File: config.mk
export PLATFORM = sky130hd
export DESIGN_NAME = xfer_count_irq
export DESIGN_NICKNAME = d
export VERILOG_FILES = /design/src/rtl/xfer_count_pkg.sv /design/src/rtl/xfer_count_ctrl.sv /design/src/rtl/xfer_count_dp.sv /design/src/rtl/xfer_count_irq.sv
export SDC_FILE = /design/constraint.sdc
export NUM_CORES = 1
export LEC_CHECK = 0
export ABC_CLOCK_PERIOD_IN_PS = 3100
export BUFFER_PORTS_ARGS = -buffer_cell sky130_fd_sc_hd__buf_4
export CORE_UTILIZATION = 55
export DETAILED_ROUTE_END_ITERATION = 8
export GPL_ROUTABILITY_DRIVEN = 0
export PLACE_DENSITY_LB_ADDON = 0.3
export SETUP_SLACK_MARGIN = 0.2
export SLEW_MARGIN = 20
export SYNTH_ARGS = -nofsm -noshare
export SYNTH_HDL_FRONTEND = slang
export SYNTH_SLANG_ARGS = --single-unit
File: constraint.sdc
create_clock -name clk -period 3.1 [get_ports clk]
set_clock_uncertainty 0.15 [all_clocks]
set_input_delay 0.31 -clock clk [delete_from_list [all_inputs] [get_ports clk]]
set_output_delay 0.31 -clock clk [all_outputs]
set_load 0.02 [all_outputs]
File: src/rtl/xfer_count_pkg.sv
package xfer_count_pkg;
  localparam int DATA_W  = 8;
  localparam int ADDR_W  = 4;
  localparam int CNT_W   = 24;
  localparam int POS_W   = 32;
  localparam int STAT_W  = 7;
  localparam int CNT_BYTES = CNT_W / DATA_W;
  localparam int POS_BYTES = POS_W / DATA_W;

  localparam logic [ADDR_W-1:0] OFS_CNT  = 4'h0;
  localparam logic [ADDR_W-1:0] OFS_POS  = 4'h4;
  localparam logic [ADDR_W-1:0] OFS_STAT = 4'h8;
  localparam logic [ADDR_W-1:0] OFS_EN   = 4'h9;

  localparam int B_WRAP = 3;
  localparam int B_ZERO = 2;

  // bits that external pulses may set, and bits that are held in flops
  localparam logic [STAT_W-1:0] EXT_SET_MASK = 7'h73;
  localparam logic [STAT_W-1:0] STICKY_MASK  = 7'h7B;

  typedef struct packed {
    logic [CNT_BYTES-1:0] cntWr;
    logic                 step;
    logic                 statClr;
    logic                 enWr;
    logic [DATA_W-1:0]    data;
  } strobe_t;
endpackage

File: src/rtl/xfer_count_ctrl.sv
module xfer_count_ctrl
  import xfer_count_pkg::*;
(
  input  logic              wrEn,
  input  logic [ADDR_W-1:0] addr,
  input  logic [DATA_W-1:0] wrData,
  input  logic              byteDone,
  input  logic [CNT_W-1:0]  cntQ,
  input  logic [POS_W-1:0]  posQ,
  input  logic [STAT_W-1:0] statVal,
  input  logic [STAT_W-1:0] enQ,
  output strobe_t           strb,
  output logic [DATA_W-1:0] rdData
);
  logic [CNT_BYTES-1:0] cntHit;
  logic [POS_BYTES-1:0] posHit;

  genvar g;
  generate
    for (g = 0; g < CNT_BYTES; g++) begin : g_cnt
      assign cntHit[g] = (addr == OFS_CNT + ADDR_W'(g));
    end
    for (g = 0; g < POS_BYTES; g++) begin : g_pos
      assign posHit[g] = (addr == OFS_POS + ADDR_W'(g));
    end
  endgenerate

  always_comb begin
    strb.cntWr   = wrEn ? cntHit : '0;
    strb.step    = byteDone;
    strb.statClr = wrEn && (addr == OFS_STAT);
    strb.enWr    = wrEn && (addr == OFS_EN);
    strb.data    = wrData;
  end

  always_comb begin
    rdData = '0;
    for (int i = 0; i < CNT_BYTES; i++)
      if (cntHit[i]) rdData = cntQ[i*DATA_W +: DATA_W];
    for (int i = 0; i < POS_BYTES; i++)
      if (posHit[i]) rdData = posQ[i*DATA_W +: DATA_W];
    if (addr == OFS_STAT) rdData = {1'b0, statVal};
    if (addr == OFS_EN)   rdData = {1'b0, enQ};
  end
endmodule

File: src/rtl/xfer_count_dp.sv
module xfer_count_dp
  import xfer_count_pkg::*;
(
  input  logic              clk,
  input  logic              rstN,
  input  strobe_t           strb,
  input  logic [STAT_W-1:0] evtSet,
  output logic [CNT_W-1:0]  cntQ,
  output logic [POS_W-1:0]  posQ,
  output logic [STAT_W-1:0] statVal,
  output logic [STAT_W-1:0] enQ,
  output logic              irq
);
  logic [STAT_W-1:0] stickyQ;
  logic [STAT_W-1:0] setVec;
  logic [STAT_W-1:0] clrVec;
  logic              anyCntWr;
  logic              wrapEv;

  assign anyCntWr = |strb.cntWr;
  assign wrapEv   = strb.step && !anyCntWr && (cntQ == '0);
  assign setVec   = (evtSet & EXT_SET_MASK) | (STAT_W'(wrapEv) << B_WRAP);
  assign clrVec   = strb.statClr ? strb.data[STAT_W-1:0] : '0;

  always_ff @(posedge clk) begin
    if (!rstN) begin
      cntQ <= '0;
    end else if (anyCntWr) begin
      for (int i = 0; i < CNT_BYTES; i++)
        if (strb.cntWr[i]) cntQ[i*DATA_W +: DATA_W] <= strb.data;
    end else if (strb.step) begin
      cntQ <= cntQ - CNT_W'(1);
    end
  end

  always_ff @(posedge clk) begin
    if (!rstN)          posQ <= '0;
    else if (strb.step) posQ <= posQ + POS_W'(1);
  end

  always_ff @(posedge clk) begin
    if (!rstN) stickyQ <= '0;
    else       stickyQ <= ((stickyQ & ~clrVec) | setVec) & STICKY_MASK;
  end

  always_ff @(posedge clk) begin
    if (!rstN)          enQ <= '0;
    else if (strb.enWr) enQ <= strb.data[STAT_W-1:0];
  end

  assign statVal = stickyQ | (STAT_W'(cntQ == '0) << B_ZERO);
  assign irq     = |(statVal & enQ);
endmodule

File: src/rtl/xfer_count_irq.sv
module xfer_count_irq
  import xfer_count_pkg::*;
(
  input  logic              clk,
  input  logic              rstN,
  input  logic              wrEn,
  input  logic [ADDR_W-1:0] addr,
  input  logic [DATA_W-1:0] wrData,
  output logic [DATA_W-1:0] rdData,
  input  logic              byteDone,
  input  logic [STAT_W-1:0] evtSet,
  output logic              irq
);
  strobe_t           strb;
  logic [CNT_W-1:0]  cntQ;
  logic [POS_W-1:0]  posQ;
  logic [STAT_W-1:0] statVal;
  logic [STAT_W-1:0] enQ;

  xfer_count_ctrl i_ctrl (
    .wrEn(wrEn), .addr(addr), .wrData(wrData), .byteDone(byteDone),
    .cntQ(cntQ), .posQ(posQ), .statVal(statVal), .enQ(enQ),
    .strb(strb), .rdData(rdData)
  );

  xfer_count_dp i_dp (
    .clk(clk), .rstN(rstN), .strb(strb), .evtSet(evtSet),
    .cntQ(cntQ), .posQ(posQ), .statVal(statVal), .enQ(enQ), .irq(irq)
  );
endmodule

==> impl_results.rst <==
.. list-table::
   :header-rows: 1

   * - Metric
     - Value
   * - Design Power
     - 2630 µW
   * - Required time reported for the critical path endpoint
     - 2.64 ns
   * - IR Drop Worst-Case VDD
     - approximately 0.32 mV
   * - Clock Sink Count
     - 69
   * - Buffer levels on the longest clock path
     - 2
   * - Fraction of registers with async set or reset after synthesis
     - 0%
   * - Number of inserted filler cells in the final layout
     - 635
   * - Clock root buffer
     - sky130_fd_sc_hd__clkbuf_8
   * - Power per cell area
     - 559 nW/µm²
   * - RSZ-0062 raised after global routing
     - false
   * - Cell family with most CP delay
     - simple AND/OR/NAND/NOR gates
   * - CTS tree
     - built
   * - Final slew viol count
     - 0
   * - Peak per-stage delay on the critical path
     - 0.61 ns
   * - Post-CTS repair timing setup buffer count
     - 0
   * - Run status
     - finished clean
   * - Share of the synthesized netlist area taken by xor and xnor gates
     - 5.42%
   * - Growth of design area from synthesis to finish
     - 12.0%
   * - Clock latency on the worst-skew pair
     - 0.36 ns
   * - Drt via density
     - 6.52
   * - Critical Path Slowest Stage Cell
     - sky130_fd_sc_hd__or4_4
   * - Die footprint
     - ~8000 µm²
   * - Cell chain of the critical path
     - or4_4, nor4b_2, and3_1, o32a_1, buf_4
   * - Net total in the final layout
     - ~580
   * - Fraction of synthesized area in multiplexers
     - under 10%
   * - Max_cap viols
     - 0
   * - Most frequent cells in the layout
     - 74 x sky130_fd_sc_hd__nor2_1, 69 x sky130_fd_sc_hd__dfxtp_1, 48 x sky130_fd_sc_hd__a21oi_1
   * - Net switching component of the power
     - 809 µW
   * - Yosys top cell area share
     - 32.9%
   * - Tightest Hold Check Type
     - primary input to flip-flop
   * - Share of post-route cells with drive strength above 1
     - 12.6%
   * - Sw Ratio
     - 30.8%
   * - Sequential Area
     - 1380 µm²
   * - Cell variety after synth
     - 69
   * - Min Clock Period, post-route
     - 2.77 ns
   * - Final number of setup-violating endpoints
     - 0
   * - H-Tree Depth
     - 3
   * - Sequential power share
     - between 30% and 40%
   * - Remaining routing DRC violations
     - 0
   * - Final hold violations
     - 0
   * - Mean instance size in the synthesized netlist
     - 7.84 µm²
   * - Maximum number of pins on one net before global-route repair
     - 47
   * - Number of buffers inserted during clock tree synthesis
     - 9
   * - Number of nets in the synthesized netlist
     - 562
   * - Total buffers and inverters traversed by the critical path
     - 1
   * - Total of warnings raised by yosys
     - 0
   * - Detailed-route via count
     - roughly 4300
   * - Netlist Area Pre-Place
     - between 4000 and 5000 µm²
   * - Clock transition at the register clock pins on the worst setup and hold paths after CTS
     - ~0.08 ns
   * - Synthesized-area fraction occupied by and/or/nand/nor cells
     - between 20 and 30%
   * - Peak Freq
     - 361 MHz
   * - Post-synthesis cell count
     - between 500 and 600
   * - Transition time at the pin with the least slew margin
     - approximately 0.66 ns
   * - Overall routed net length
     - between 10 and 15 mm
   * - Biggest fanout along the worst timing path
     - 8
   * - Multi-input gate area
     - 2630 µm²
   * - Most common cell after layout, fill and taps aside
     - sky130_fd_sc_hd__nor2_1
   * - Max transition margin
     - between 50 and 60%
   * - Largest family of logic cells by synthesized area
     - simple AND/OR/NAND/NOR gates
   * - Startpoint type of the worst setup path
     - flip-flop
   * - Tcrit/Tclk final
     - 89.3%
   * - HPWL after DPL
     - 8.32 mm
   * - Total internal power
     - 1820 µW
   * - Post-synthesis sequential area ratio
     - roughly a third
   * - Global-route wire length before repair
     - between 15 and 20 mm
   * - Crit path capture type
     - primary output
   * - Horiz. Die Dim
     - 89.4 µm
   * - EDFF count, synth
     - 0
   * - DRC marker count from the first detailed-route iteration
     - 471
   * - Placement Rows
     - 31
   * - Clock Power Share
     - a little under two fifths
   * - Number of global-route vias before repair
     - approximately 3700
   * - Post-synthesis share of cell area spent on full adders, half adders and majority gates
     - 0.893%
   * - Initial antenna violation count
     - 0
   * - Cell accounting for the most synthesized area
     - sky130_fd_sc_hd__dfxtp_1
   * - Static leakage
     - 0.00174 µW
   * - Starting Density
     - 57.3%
   * - Arrival time of data at the critical path endpoint
     - 2.31 ns
   * - Cell types occupying the most area after synthesis
     - sky130_fd_sc_hd__dfxtp_1 33%, sky130_fd_sc_hd__nor2_1 6.6%, sky130_fd_sc_hd__a21oi_1 5.7%
   * - Synthesized-area fraction occupied by ao, oa, aoi and oai cells
     - between 20% and 30%
   * - Total GRT Usage
     - a little under a third
   * - Aggregate global routing overflow
     - 0
   * - Post-route antenna net violation count
     - 0
   * - Worst setup path category
     - flip-flop to primary output
   * - Buffers on Ports
     - 29
   * - I/O Pins
     - 32
   * - Post-synthesis sequential element count
     - 69
   * - Relative contribution of combinational cells to total power
     - between 20% and 30%
   * - Top_reg_cell synth
     - sky130_fd_sc_hd__dfxtp_1
   * - Area of the core
     - 7330 µm²
   * - Post-Route Setup TNS
     - 0 ns
   * - First-pass iteration count of the detailed router
     - 5
   * - N_diodes
     - 0
   * - Die extent in y
     - 89.4 µm
   * - Average wire length per cell after detail routing
     - approximately 18 µm
tightest hold or removal path, delay by kind of cell:
family,cells,cell delay [ns]
compound gates,1,0.03
simple gates,1,0.08
buf+inv,1,0.08
final cells by class:
class	instances	share of cell area, %
Clock inverter	6	2.84
Inverter	7	0.558
Multi-Input combinational cell	426	55.8
Sequential cell	69	29.3
Clock buffer	10	2.92
Tap cell	99	2.63
Timing Repair Buffer	36	5.90
power groups by stage:
stage               Clock (µW)  Combinational (µW)  Sequential [µW]
detailed placement           0                 573             1040
CTS                       1010                 583             1020
finish                    1000                 600             1030
global route              1050                 646             1030
global placement             0                 556             1040
floorplan                    0                 449             1010
cells by family after synthesis:
logic type,Yosys count
AO/OA/AOI/OAI,152
XOR/XNOR,26
adder cells (fa/ha/maj),3
buffers and inverters,41
flip-flops,69
multiplexers,18
AND/OR/NAND/NOR,227
path summary, 6_finish.rpt:
path                                     from              end  slack, ns  depth (start not counted)
worst min-delay path                evtSet[0]  i_dp.stickyQ[0]       0.02                          3
worst max-delay path            i_dp.cntQ[16]        rdData[2]       0.33                          5
worst min register to register  i_dp.posQ[31]    i_dp.posQ[31]       0.35                          2
worst max register to register  i_dp.cntQ[12]    i_dp.cntQ[18]       0.79                          5
routing by layer:
layer / track usage [%] / up-vias / part of all wire, %
met5: 0 / - / 0
met4: 13.6 / 0 / 3.1
met3: 6.56 / 38 / 9.9
met2: 48.1 / 254 / 45
met1: 42.2 / 1968 / 42
li1: - / 1997 / -
state kept, by name, summed over array words and instances (netlist names):
name / count
i_dp.cntQ: 24
i_dp.enQ: 7
i_dp.posQ: 32
i_dp.stickyQ: 6
what timing repair did:
| item | CTS | global route |
|---|---|---|
| hold buffers | 3 | 0 |
| hold endpoints to repair | 3 | 0 |
| resized for setup | 0 | 0 |
synth_stat cells (4+ instances only):
cell	count
sky130_fd_sc_hd__o21ai_1	4
sky130_fd_sc_hd__nand3_1	14
sky130_fd_sc_hd__o21ai_0	32
sky130_fd_sc_hd__nand2_1	44
sky130_fd_sc_hd__a221oi_1	6
sky130_fd_sc_hd__and4_1	4
sky130_fd_sc_hd__o31a_1	4
sky130_fd_sc_hd__and3_1	13
sky130_fd_sc_hd__or3_1	8
sky130_fd_sc_hd__xor2_1	20
sky130_fd_sc_hd__o211ai_1	7
sky130_fd_sc_hd__o22ai_1	9
sky130_fd_sc_hd__inv_1	6
sky130_fd_sc_hd__buf_2	12
sky130_fd_sc_hd__nor2_1	74
sky130_fd_sc_hd__dfxtp_1	69
sky130_fd_sc_hd__mux2i_1	15
sky130_fd_sc_hd__xnor2_1	6
sky130_fd_sc_hd__a22oi_1	7
sky130_fd_sc_hd__o221ai_1	7
sky130_fd_sc_hd__clkbuf_1	15
sky130_fd_sc_hd__nand4_1	14
sky130_fd_sc_hd__nor3b_1	4
sky130_fd_sc_hd__nor2b_1	6
sky130_fd_sc_hd__nor3_1	11
sky130_fd_sc_hd__a21oi_1	48
through the flow:
step	std cells	hold WS [ns]	utilization, %	setup slack (ns)	cell area (µm²)
2_1_floorplan	536	0.277	-	0.817	4200
3_3_place_gp	634	0.321	60.1	0.831	4410
3_5_place_dp	634	0.333	60.1	0.754	4410
4_1_cts	653	0.00365	64.2	0.344	4710
5_1_grt	653	0.0503	64.2	0.302	4710
6_report	653	0.0171	64.2	0.331	4710
Note: power is estimated with default switching activity, not from simulation.
